## config.mk

```make
export PLATFORM = sky130hd
export DESIGN_NAME = rms_seq
export DESIGN_NICKNAME = d
export VERILOG_FILES = /design/src/rtl/rms_pkg.sv /design/src/rtl/rms_range_plan.sv /design/src/rtl/rms_chunk_step.sv /design/src/rtl/rms_cmd_fmt.sv /design/src/rtl/rms_seq.sv
export SDC_FILE = /design/constraint.sdc
export NUM_CORES = 1
export LEC_CHECK = 0
export ABC_AREA = 1
export ABC_CLOCK_PERIOD_IN_PS = 5700
export BUFFER_PORTS_ARGS = -buffer_cell sky130_fd_sc_hd__buf_4
export CAP_MARGIN = 20
export CORE_ASPECT_RATIO = 1.75
export CORE_MARGIN = 1
export CORE_UTILIZATION = 40
export CTS_BUF_LIST = sky130_fd_sc_hd__clkbuf_8 sky130_fd_sc_hd__clkbuf_16
export DETAILED_ROUTE_END_ITERATION = 6
export PLACE_DENSITY = 0.63
export SETUP_SLACK_MARGIN = 0.02
export SKIP_CTS_REPAIR_TIMING = 1
export SYNTH_ARGS = -nofsm -noshare
export SYNTH_HDL_FRONTEND = slang
export SYNTH_SLANG_ARGS = --single-unit
```

## constraint.sdc

```tcl
create_clock -name clk -period 5.7 [get_ports clk]
set_clock_uncertainty 0.15 [all_clocks]
set_input_delay 0.285 -clock clk [delete_from_list [all_inputs] [get_ports clk]]
set_output_delay 0.285 -clock clk [all_outputs]
set_load 0.005 [all_outputs]
```

## src/rtl/rms_pkg.sv

```systemverilog
package rms_pkg;

   typedef enum logic [2:0] {
      SEL_STAT = 3'd0,
      SEL_CMD  = 3'd1,
      SEL_ADDR = 3'd2,
      SEL_SIZE = 3'd3,
      SEL_WAYS = 3'd4,
      SEL_SETR = 3'd5,
      SEL_PRIM = 3'd6
   } rms_sel_e;

   localparam logic [1:0] SCP_RANGE = 2'd0;
   localparam logic [1:0] SCP_ALL   = 2'd1;
   localparam logic [1:0] SCP_WAY   = 2'd2;
   localparam logic [1:0] TGT_WAYS  = 2'd2;

   localparam logic [2:0] OP_INV   = 3'd0;
   localparam logic [2:0] OP_FLUSH = 3'd2;

   localparam int NOTIFY_BIT = 15;
   localparam int SCOPE_LSB  = 17;
   localparam int TGT_LSB    = 21;
   localparam int DONE_BIT   = 2;
   localparam int SYNC_CODE  = 8;

   typedef enum logic [3:0] {
      ST_IDLE,
      ST_PLAN,
      ST_CLR,
      ST_CMD,
      ST_ADR,
      ST_SIZ,
      ST_WAY,
      ST_CHK,
      ST_POLL,
      ST_SYW,
      ST_SYR,
      ST_FIN
   } rms_state_e;

endpackage

```

## src/rtl/rms_range_plan.sv

```systemverilog
// Splits a captured request range into up to three segments:
// index 0 head edge line, 1 body, 2 tail edge line.
module rms_range_plan #(
   parameter int AW         = 32,
   parameter int LINE_BYTES = 128
) (
   input  logic [AW-1:0]       start_addr,
   input  logic [AW-1:0]       end_addr,
   input  logic                is_inv,
   output logic [2:0]          need,
   output logic [2:0][AW:0]    base,
   output logic [2:0][AW:0]    size
);
   localparam int W  = AW + 1;
   localparam int LB = $clog2(LINE_BYTES);
   localparam logic [W-1:0] LINE = W'(LINE_BYTES);
   localparam logic [W-1:0] MASK = ~(LINE - 1'b1);

   logic          s_un, e_un;
   logic [W-1:0]  s, e, s_dn, e_dn, s_up;

   generate
      if (LB == 0) begin : g_byte_lines
         assign s_un = 1'b0;
         assign e_un = 1'b0;
      end else begin : g_wide_lines
         assign s_un = |start_addr[LB-1:0];
         assign e_un = |end_addr[LB-1:0];
      end
   endgenerate

   assign s    = {1'b0, start_addr};
   assign e    = {1'b0, end_addr};
   assign s_dn = s & MASK;
   assign e_dn = e & MASK;
   assign s_up = s_un ? (s_dn + LINE) : s;

   always_comb begin
      need = 3'b000;
      base = '0;
      size = '0;
      if (is_inv) begin
         need[0] = s_un;
         base[0] = s_dn;
         size[0] = LINE;
         need[1] = (s_up < e_dn);
         base[1] = s_up;
         size[1] = e_dn - s_up;
         need[2] = e_un;
         base[2] = e_dn;
         size[2] = LINE;
      end else begin
         need[1] = 1'b1;
         base[1] = s_dn;
         size[1] = (e - s_dn + (LINE - 1'b1)) & MASK;
      end
   end

   // a non-invalidate body covers the whole requested range
   always_comb begin
      if (!is_inv && (e > s)) begin
         a_r3_body_covers_end: assert ((base[1] + size[1]) >= e);
      end
   end

   // body base is always line aligned
   always_comb begin
      a_r2_body_aligned: assert ((base[1] & (LINE - 1'b1)) == '0);
   end

endmodule

```

## src/rtl/rms_chunk_step.sv

```systemverilog
// Picks the next command length and the state after it.
module rms_chunk_step #(
   parameter int AW        = 32,
   parameter int CHUNK_MAX = 4194304 - 128
) (
   input  logic [AW:0] addr,
   input  logic [AW:0] rem,
   output logic [AW:0] chunk,
   output logic [AW:0] nxt_addr,
   output logic [AW:0] nxt_rem,
   output logic        last
);
   localparam logic [AW:0] LIM = (AW+1)'(CHUNK_MAX);

   generate
      if (longint'(CHUNK_MAX) >= (longint'(1) << AW)) begin : g_no_split
         assign chunk = rem;
      end else begin : g_split
         assign chunk = (rem > LIM) ? LIM : rem;
      end
   endgenerate

   assign nxt_addr = addr + chunk;
   assign nxt_rem  = rem - chunk;
   assign last     = (nxt_rem == '0);

endmodule

```

## src/rtl/rms_cmd_fmt.sv

```systemverilog
// Builds the command word and decides which side registers follow it.
module rms_cmd_fmt #(
   parameter int DW = 32
) (
   input  logic [1:0]    scope,
   input  logic [1:0]    target,
   input  logic [2:0]    op,
   output logic [DW-1:0] word,
   output logic          use_range,
   output logic          use_ways
);
   import rms_pkg::*;

   always_comb begin
      word = '0;
      word[NOTIFY_BIT]       = 1'b1;
      word[SCOPE_LSB +: 2]   = scope;
      word[TGT_LSB +: 2]     = target;
      word[2:0]              = op;
   end

   assign use_range = (scope == SCP_RANGE);
   assign use_ways  = (scope == SCP_WAY) || (target == TGT_WAYS);

endmodule

```

## src/rtl/rms_seq.sv

```systemverilog
module rms_seq #(
   parameter int AW         = 32,
   parameter int DW         = 32,
   parameter int WAYW       = 32,
   parameter int LINE_BYTES = 128,
   parameter int CHUNK_MAX  = 4194304 - 128
) (
   input  logic            clk,
   input  logic            rst_n,
   input  logic            req_valid,
   output logic            req_ready,
   input  logic [AW-1:0]   req_start,
   input  logic [AW-1:0]   req_end,
   input  logic [WAYW-1:0] req_ways,
   input  logic [2:0]      req_op,
   input  logic [1:0]      req_scope,
   input  logic [1:0]      req_target,
   output logic            done,
   output logic            m_valid,
   output logic            m_write,
   output logic [2:0]      m_sel,
   output logic [DW-1:0]   m_wdata,
   input  logic            m_ready,
   input  logic [DW-1:0]   m_rdata
);
   import rms_pkg::*;

   localparam logic [DW-1:0] DONE_VAL = DW'(1 << DONE_BIT);
   localparam logic [DW-1:0] SYNC_VAL = DW'(SYNC_CODE);

   generate
      if ((LINE_BYTES & (LINE_BYTES - 1)) != 0) begin : g_bad_line
         $error("LINE_BYTES must be a power of two");
      end
      if ((CHUNK_MAX % LINE_BYTES) != 0 || CHUNK_MAX < LINE_BYTES) begin : g_bad_chunk
         $error("CHUNK_MAX must be a nonzero multiple of LINE_BYTES");
      end
      if (DW < AW || DW < TGT_LSB + 2) begin : g_bad_dw
         $error("DW too narrow for addresses or command word");
      end
      if (WAYW > DW) begin : g_bad_ways
         $error("WAYW must not exceed DW");
      end
   endgenerate

   rms_state_e      st;
   logic [AW-1:0]   r_start, r_end;
   logic [WAYW-1:0] r_ways;
   logic [2:0]      r_op;
   logic [1:0]      r_scope, r_tgt;
   logic [1:0]      cur_seg;
   logic [AW:0]     cur_addr, rem;

   logic            r_range, r_is_inv;
   logic [2:0]      cur_op;
   logic [2:0]      plan_need;
   logic [2:0][AW:0] plan_base, plan_size;
   logic [AW:0]     chunk, nxt_addr, nxt_rem;
   logic            last;
   logic [DW-1:0]   cmd_word;
   logic            use_range, use_ways;
   logic            first_hit, after_hit;
   logic [1:0]      first_idx, after_idx;
   logic            xfer, poll_ok, rejected;

   assign r_range  = (r_scope == SCP_RANGE);
   assign r_is_inv = r_range && (r_op == OP_INV);
   assign cur_op   = (r_is_inv && cur_seg != 2'd1) ? OP_FLUSH : r_op;

   rms_range_plan #(.AW(AW), .LINE_BYTES(LINE_BYTES)) u_plan (
      .start_addr (r_start),
      .end_addr   (r_end),
      .is_inv     (r_is_inv),
      .need       (plan_need),
      .base       (plan_base),
      .size       (plan_size)
   );

   rms_chunk_step #(.AW(AW), .CHUNK_MAX(CHUNK_MAX)) u_chunk (
      .addr     (cur_addr),
      .rem      (rem),
      .chunk    (chunk),
      .nxt_addr (nxt_addr),
      .nxt_rem  (nxt_rem),
      .last     (last)
   );

   rms_cmd_fmt #(.DW(DW)) u_cmd (
      .scope     (r_scope),
      .target    (r_tgt),
      .op        (cur_op),
      .word      (cmd_word),
      .use_range (use_range),
      .use_ways  (use_ways)
   );

   // lowest needed segment, and lowest needed segment after the current one
   always_comb begin
      first_hit = 1'b0;
      first_idx = 2'd0;
      after_hit = 1'b0;
      after_idx = 2'd0;
      for (int j = 2; j >= 0; j--) begin
         if (plan_need[j]) begin
            first_hit = 1'b1;
            first_idx = 2'(j);
         end
         if (plan_need[j] && (2'(j) > cur_seg)) begin
            after_hit = 1'b1;
            after_idx = 2'(j);
         end
      end
   end

   assign xfer     = m_valid && m_ready;
   assign poll_ok  = (m_rdata == DONE_VAL);
   assign rejected = |m_rdata[1:0];

   // bus outputs decoded from state
   always_comb begin
      m_valid = 1'b1;
      m_write = 1'b1;
      m_sel   = 3'(SEL_STAT);
      m_wdata = '0;
      unique case (st)
         ST_CLR:  begin m_sel = 3'(SEL_STAT); m_wdata = DONE_VAL; end
         ST_CMD:  begin m_sel = 3'(SEL_CMD);  m_wdata = cmd_word; end
         ST_ADR:  begin m_sel = 3'(SEL_ADDR); m_wdata = DW'(cur_addr); end
         ST_SIZ:  begin m_sel = 3'(SEL_SIZE); m_wdata = DW'(chunk); end
         ST_WAY:  begin m_sel = 3'(SEL_WAYS); m_wdata = DW'(r_ways); end
         ST_CHK:  begin m_sel = 3'(SEL_SETR); m_write = 1'b0; end
         ST_POLL: begin m_sel = 3'(SEL_STAT); m_write = 1'b0; end
         ST_SYW:  begin m_sel = 3'(SEL_PRIM); m_wdata = SYNC_VAL; end
         ST_SYR:  begin m_sel = 3'(SEL_PRIM); m_write = 1'b0; end
         default: begin m_valid = 1'b0; m_write = 1'b0; end
      endcase
   end

   assign req_ready = (st == ST_IDLE);
   assign done      = (st == ST_FIN);

   always_ff @(posedge clk or negedge rst_n) begin
      if (!rst_n) begin
         st       <= ST_IDLE;
         r_start  <= '0;
         r_end    <= '0;
         r_ways   <= '0;
         r_op     <= '0;
         r_scope  <= SCP_RANGE;
         r_tgt    <= '0;
         cur_seg  <= 2'd1;
         cur_addr <= '0;
         rem      <= '0;
      end else begin
         unique case (st)
            ST_IDLE: if (req_valid) begin
               r_start <= req_start;
               r_end   <= req_end;
               r_ways  <= req_ways;
               r_op    <= req_op;
               r_tgt   <= req_target;
               r_scope <= (req_scope == SCP_ALL || req_scope == SCP_WAY) ?
                          req_scope : SCP_RANGE;
               st      <= ST_PLAN;
            end
            ST_PLAN: begin
               if (!r_range) begin
                  st <= ST_CLR;
               end else if (r_end <= r_start || !first_hit) begin
                  st <= ST_SYW;
               end else begin
                  cur_seg  <= first_idx;
                  cur_addr <= plan_base[first_idx];
                  rem      <= plan_size[first_idx];
                  st       <= ST_CLR;
               end
            end
            ST_CLR: if (xfer) st <= ST_CMD;
            ST_CMD: if (xfer) st <= use_range ? ST_ADR : (use_ways ? ST_WAY : ST_CHK);
            ST_ADR: if (xfer) st <= ST_SIZ;
            ST_SIZ: if (xfer) st <= use_ways ? ST_WAY : ST_CHK;
            ST_WAY: if (xfer) st <= ST_CHK;
            ST_CHK: if (xfer) st <= rejected ? ST_CMD : ST_POLL;
            ST_POLL: if (xfer && poll_ok) begin
               if (!r_range) begin
                  st <= ST_SYW;
               end else if (!last) begin
                  cur_addr <= nxt_addr;
                  rem      <= nxt_rem;
                  st       <= ST_CLR;
               end else if (after_hit) begin
                  cur_seg  <= after_idx;
                  cur_addr <= plan_base[after_idx];
                  rem      <= plan_size[after_idx];
                  st       <= ST_CLR;
               end else begin
                  st <= ST_SYW;
               end
            end
            ST_SYW: if (xfer) st <= ST_SYR;
            ST_SYR: if (xfer) st <= ST_FIN;
            ST_FIN: st <= ST_IDLE;
            default: st <= ST_IDLE;
         endcase
      end
   end

   // ---------------- assertions ----------------
   a_r1_done_single: assert property (@(posedge clk) disable iff (!rst_n)
      done |=> !done);

   a_r1_busy_after_accept: assert property (@(posedge clk) disable iff (!rst_n)
      (req_valid && req_ready) |=> !req_ready);

   a_r2_addr_aligned: assert property (@(posedge clk) disable iff (!rst_n)
      (m_valid && m_write && m_sel == 3'(SEL_ADDR)) |->
      ((m_wdata & DW'(LINE_BYTES - 1)) == '0));

   a_r4_size_bounds: assert property (@(posedge clk) disable iff (!rst_n)
      (m_valid && m_write && m_sel == 3'(SEL_SIZE)) |->
      (m_wdata != '0 && (m_wdata & DW'(LINE_BYTES - 1)) == '0 &&
       m_wdata <= DW'(CHUNK_MAX)));

   a_r5_clear_value: assert property (@(posedge clk) disable iff (!rst_n)
      (m_valid && m_write && m_sel == 3'(SEL_STAT)) |-> (m_wdata == DONE_VAL));

   a_r6_retry_cmd: assert property (@(posedge clk) disable iff (!rst_n)
      (xfer && !m_write && m_sel == 3'(SEL_SETR) && m_rdata[1:0] != 2'b00) |=>
      (m_valid && m_write && m_sel == 3'(SEL_CMD)));

   a_r7_keep_polling: assert property (@(posedge clk) disable iff (!rst_n)
      (xfer && !m_write && m_sel == 3'(SEL_STAT) && m_rdata != DONE_VAL) |=>
      (m_valid && !m_write && m_sel == 3'(SEL_STAT)));

   a_r8_sync_readback: assert property (@(posedge clk) disable iff (!rst_n)
      (xfer && m_write && m_sel == 3'(SEL_PRIM)) |=>
      (m_valid && !m_write && m_sel == 3'(SEL_PRIM)));

   a_r8_done_after_sync: assert property (@(posedge clk) disable iff (!rst_n)
      $rose(done) |-> $past(xfer && !m_write && m_sel == 3'(SEL_PRIM)));

   a_r11_no_range_fields: assert property (@(posedge clk) disable iff (!rst_n)
      (m_valid && (m_sel == 3'(SEL_ADDR) || m_sel == 3'(SEL_SIZE))) |-> r_range);

   a_r13_hold: assert property (@(posedge clk) disable iff (!rst_n)
      (m_valid && !m_ready) |=>
      (m_valid && $stable(m_write) && $stable(m_sel) && $stable(m_wdata)));

endmodule

```

Yosys cells after proc, flatten, opt, wreduce, memory -nomap -nowiden

Cells that the tools add are included.

Bits in registers: 175
Latch bits: 0
Memory bits (writable): 0
ROM bits: 0
Bits of input ports: 139
Output and inout bits: 39
Logic and storage cells: 159
Memories kept: 0

$add $sub $neg: 6
Multipliers: 0
Div/mod/pow operators: 0
Magnitude comparators: 8
Equality and inequality tests: 33
Shifts and indexed selects: 0
Mux-type cells: 76
Bitwise gates (word level): 0
Reduce and logical (&&, ||, !) cells: 26

Operators by type and width:

| operator                                                                          | number |
|---|---|
| 33-bit 2-to-1 mux                                                                 | 20 |
| 33-bit binary-select mux with 2-bit select                                        | 4 |
| 32-bit case mux with 6 select lines                                               | 1 |
| 33-bit case mux with 2 select lines                                               | 2 |
| 4-bit 2-to-1 mux                                                                  | 17 |
| 32-bit 2-to-1 mux                                                                 | 2 |
| 4-bit case mux with 11 select lines                                               | 1 |
| 32-bit by 8-bit adder with 33-bit output, second input constant                   | 1 |
| 33-bit adder                                                                      | 1 |
| 33-bit by 7-bit adder with 33-bit output, second input constant                   | 1 |
| 33-bit by 22-bit greater-than comparator with 1-bit output, second input constant | 1 |
| 33-bit logical NOT                                                                | 1 |
| 33-bit by 32-bit less-than comparator with 1-bit output                           | 1 |
| 32-bit by 32-bit subtractor with 33-bit output                                    | 1 |
| 32-bit by 33-bit subtractor with 33-bit output                                    | 1 |
| 33-bit subtractor                                                                 | 1 |
| 32-bit by 3-bit == test with 1-bit output, second input constant                  | 1 |
| 32-bit <= comparator                                                              | 1 |
| 2-bit inequality test, second input constant                                      | 15 |
| 2-bit 2-to-1 mux                                                                  | 13 |
| 3-bit case mux with 6 select lines                                                | 1 |
| 4-bit by 3-bit == test with 1-bit output, second input constant                   | 4 |
| 4-bit == test, second input constant                                              | 4 |
| 7-bit OR reduction                                                                | 2 |
| other kinds (27)                                                                  | 52 |

Depth between registers and ports, before layout

Word-level depth: 14
Depth in mapped cells: 30
Mapped depth without buffers: 30

By module

Synthesis repeated with hierarchy kept, for this count alone.

Cell total of the unflattened synthesis: 3670
Area, all modules: 22127.5 µm²

Modules (own cells, without submodules):

| module         | instances | cells each | area each (µm²) | sequential area each (µm²) |
|---|---|---|---|---|
| rms_seq        | 1         | 1839       | 12229.2         | 4380.5 |
| rms_range_plan | 1         | 1135       | 6168.4          | 0.0 |
| rms_chunk_step | 1         | 656        | 3459.6          | 0.0 |
| rms_cmd_fmt    | 1         | 40         | 270.3           | 0.0 |

Worst setup path before layout

No wires, ideal clock.

Path type: flip-flop to flip-flop
Start: reg r_start[9]
End: reg rem[28]
Setup time: 0.122 ns
Arrival: 4.011 ns
Data required time: 5.428 ns
Slack: 1.418 ns
Stages on the path, launching flop included: 28
Path buffers: 2
Period minus slack after synthesis: 4.282 ns
Path through: dfrtp_1 inv_1 nor3_1 nand2_1 nor2_1 nand2_1 nor2_1 nand2_1 nor2_1 xor2_1 inv_1 ha_1 a21oi_1 o21ai_0 a221oi_1 nand3_1 nand2_1 nand2_1 nand2_1 nand2_1 nand2_2 nand2_2 nor2_2 nand4_2 buf_4 buf_6 a21oi_1 a21oi_1

Longest elaborated chain between the ends: 14
Elaborated cells between the ends (all ways): 34
Classes of those cells: 4 x add/sub; 2 x order compare; 2 x eq/ne; 22 x mux; 4 x reduce/logical

Ends and longest elaborated chain:

| element                                                 | line                 | RTL |
|---|---|---|
| from (decl)                                             | rms_seq.sv:47        | `logic [AW-1:0] r_start, r_end;` |
| from (signal assigned)                                  | rms_seq.sv:157       | `r_start <= req_start;` |
| 32-bit by 8-bit adder with 33-bit output                | rms_range_plan.sv:36 | `assign s_up = s_un ? (s_dn + LINE) : s;` |
| 33-bit 2-to-1 mux                                       | rms_range_plan.sv:36 |  |
| 33-bit by 32-bit less-than comparator with 1-bit output | rms_range_plan.sv:46 | `need[1] = (s_up < e_dn);` |
| 1-bit 2-to-1 mux                                        | rms_range_plan.sv:42 | `if (is_inv) begin` |
| 1-bit logical AND                                       | rms_seq.sv:108       | `if (plan_need[j] && (2'(j) > cur_seg)) begin` |
| 2-bit 2-to-1 mux (2 in series)                          | rms_seq.sv:108       |  |
| 33-bit binary-select mux with 2-bit select              | rms_seq.sv:194       | `rem <= plan_size[after_idx];` |
| 33-bit 2-to-1 mux (not written as such)                 | rms_seq.sv:194       |  |
| 33-bit 2-to-1 mux                                       | rms_seq.sv:191       | `end else if (after_hit) begin` |
| 33-bit 2-to-1 mux                                       | rms_seq.sv:187       | `end else if (!last) begin` |
| 33-bit 2-to-1 mux                                       | rms_seq.sv:185       | `if (!r_range) begin` |
| 33-bit 2-to-1 mux                                       | rms_seq.sv:184       | `ST_POLL: if (xfer && poll_ok) begin` |
| 33-bit case mux with 2 select lines                     | rms_seq.sv:155       | `unique case (st)` |
| to (signal assigned)                                    | rms_seq.sv:174       | `rem <= plan_size[first_idx];` |
| to (signal assigned)                                    | rms_seq.sv:189       | `rem <= nxt_rem;` |
| to (signal assigned)                                    | rms_seq.sv:194       |  |
| to (decl)                                               | rms_seq.sv:52        | `logic [AW:0] cur_addr, rem;` |

Several ways; a longest one is shown, not always the timed one. The select of a mux whose other input is x is not followed.
A chain may end at the register's enable or synchronous reset.

Final worst setup path

Start: reg r_start[7]
End: reg rem[6]

Same word-level chain as after synthesis.

==> results.cfg <==
[logic_synthesis]
avgSynthCellArea_um2 = 6.34
syn_inst = 2837
yosys.cell_count.top_type = nand2_1
synth_area_leader_cell = dfrtp_1
ys.flop_type = dfrtp_1
synth.top_cells.by_count = nand2_1, inv_1, nor2_1, o21ai_0, a21oi_1
ys_seq_area_share_pct = 24.2
synth-seq-cells = 174
synth_top_cell_area_share_pct = 24.1
async_flop_share_pct = 100
synth_enable_flop_cells = 0
synth.distinct_cells = 58
synth.area.top_cells = dfrtp_1, nand2_1, ha_1
syn_area_mm2 = 0.0180
synth_warnings = 0

[clock_network]
clock_path_buffers = 2
root_buffer = clkbuf_16
clock_latency_ns = 0.48
clkTransAtPathRegs_ns = 0.08
cts_buffers = 17
cts_tree = done
cts_sinks = 174
h-tree-depth = 4

[timing]
max_slew_margin_pct = 25.1
tns_ns = 0
timing.fmax_mhz = 189
setup_slack_ns = 0.411
setup_viol = 0
finalCriticalPeriod_ns = 5.29
tightestPinTransition_ns = 1.11
final_hold_viol_count = 0
rsz0062_at_grt = no
report.final.slew_viol_count = 0
period_share_pct = 92.8

[global_route]
grt_max_degree = 84
grt_pass1_wl_mm = 119
met1_usage_pct = 35.6
use_met3_pct = 4.16
grtUsageMet2_pct = 65.1
gr-max-usage-layer = met2
grt_overflow_total = 0
antenna_found_initial = 1
track_usage_pct = 35.0
grt_pass1_vias = 20100

[power]
power.density_mw_per_mm2 = 706
ir_worst_vdd_uv = 418
power_w = 0.0153
leakage_nw = 10.8

[worst_setup_path]
crit_path_max_fanout = 30
cp_slowest_cell = dfrtp_1
path_class = reg -> reg
end_kind = flop
required_ns = 5.91
cp-start-kind = flop
worstPathArrival_ns = 5.50
cpPeakStageDelay_ns = 0.44
crit_top_cell = nand2_1
rr_worst_depth = 27

[floorplanning]
rows = 102
die_area_mm2 = 0.0458
dieWidth_um = 162
pin_count = 178
core_area_mm2 = 0.0443
start_util_pct = 40.6
die_h_um = 282

[placement]
port_buffers = 177
dp_hpwl_mm = 65.5
gp_congestion = 1.01
place_ws_ns = 0.0406

[routing]
num_vias = 20600
ant_nets = 0
wl_per_cell_um = 22.2
wirelength_mm = 81.8
drcViolationCount = 0
firstDrtPassIters = 6
drt-initial-drc-count = 1416
via_per_inst = 5.57

[worst_hold_path]
min_path_type = in -> reg
holdPathStages = 3

[cells_and_area]
n_antenna_cell = 0
syn_to_final_growth_pct = 20.7
finalNetCount = 3382
n_fill_cell = 4575
drive_above_1_share_pct = 11.6
utilization_pct = 49.0

[flow_run]
drv_cap = 0

[run_status]
status = finished clean
## kinds of logic (layout without fill, tap and decap cells)
| group | after synthesis | in the layout | share of synthesized area [%] |
|---|---|---|---|
| AND/OR/NAND/NOR | 1340 | 1340 | 31.5 |
| AO/OA/AOI/OAI | 617 | 617 | 19.2 |
| buffers and inverters | 486 | 758 | 10.8 |
| flip-flops | 174 | 174 | 24.2 |
| adder cells (fa/ha/maj) | 137 | 137 | 10.1 |
| XOR/XNOR | 65 | 65 | 3.17 |
| multiplexers | 16 | 16 | 1.00 |
| other | 2 | 12 | 0.0418 |
## per-layer routing
metal | wire length (um) | up-vias
li1 | - | 9864
met1 | 29000 | 9768
met2 | 43200 | 699
met3 | 3300 | 234
met4 | 6270 | 2
met5 | 13 | -
## report_power, final
| part | total [W] | switching [W] | internal, W |
|---|---|---|---|
| clock network | 0.00124 | 0.000653 | 0.000590 |
| registers | 0.00257 | 0.000750 | 0.00182 |
| logic | 0.0115 | 0.00779 | 0.00372 |
| total | 0.0153 | 0.00920 | 0.00613 |
## path summary, 6_finish.rpt
check | startpoint | to | slack [ns]
max | r_start[7]$_DFFE_PN0P_ | rem[6]$_DFFE_PN0P_ | 0.41
min | req_start[23] | r_start[23]$_DFFE_PN0P_ | 0.03
max reg2reg | r_start[7]$_DFFE_PN0P_ | rem[6]$_DFFE_PN0P_ | 0.41
min reg2reg | cur_addr[31]$_DFFE_PN0P_ | cur_addr[31]$_DFFE_PN0P_ | 0.36
max in group asynchronous | rst_n | r_start[9]$_DFFE_PN0P_ | 3.60
min in group asynchronous | rst_n | r_end[23]$_DFFE_PN0P_ | 0.28
## worst max-delay path, delay by kind of cell (launching register included)
family,cells,cell delay [ns]
adder cells (fa/ha/maj),1,0.43
AND/OR/NAND/NOR,19,2.85
AO/OA/AOI/OAI,2,0.37
XOR/XNOR,1,0.19
flip-flops,1,0.44
buffers and inverters,4,0.73
## state kept, by name (all words and copies together), names as in the netlist
name / cells
st: 4
r_end: 32
r_scope: 2
cur_addr: 32
rem: 33
r_tgt: 2
r_ways: 32
r_op: 3
cur_seg: 2
r_start: 32
## placed cells by master, fill, tap and decap left out, drive strengths merged, types with 2 or more instances in the layout
cell type / count
clkinv: 6
xnor2: 13
a21boi: 7
a21o: 8
a211oi: 4
dlygate4sd3: 100
nand3b: 7
nand2: 723
clkinvlp: 2
conb: 12
o221ai: 10
clkbuf: 18
buf: 241
o21ai: 284
a21oi: 199
o21a: 11
dfrtp: 173
nor3: 31
nor2: 324
o41ai: 2
o31ai: 3
o2111ai: 10
o21bai: 9
o22ai: 10
nand3: 170
o211ai: 34
ha: 124
nand4: 50
inv: 391
nor4: 20
a31oi: 10
xor2: 52
and2: 5
a221oi: 4
fa: 13
a22oi: 7
mux2: 16
or2: 9
## stage by stage
stage / hold WS, ns / area (um^2) / instances
after floorplan: -0.161 / 18000 / 2847
after global placement: 0.250 / 20100 / 3559
after detailed placement: 0.258 / 20100 / 3559
after CTS: -0.254 / 20700 / 3591
after global routing: 0.0110 / 21700 / 3691
final: 0.0331 / 21700 / 3691
## final cells by class
class                   count  area, um^2  share of cell area [%]
multi-input cells        2187       11800                    54.2
flip-flops and latches    174        4360                    20.1
repair buffers            342        2840                    13.1
inverters                 384        1450                    6.67
well taps                 572         716                    3.30
clock buffers              17         425                    1.96
clock inverters            15         164                   0.755
No activity file was read; power rests on OpenSTA's default activity.
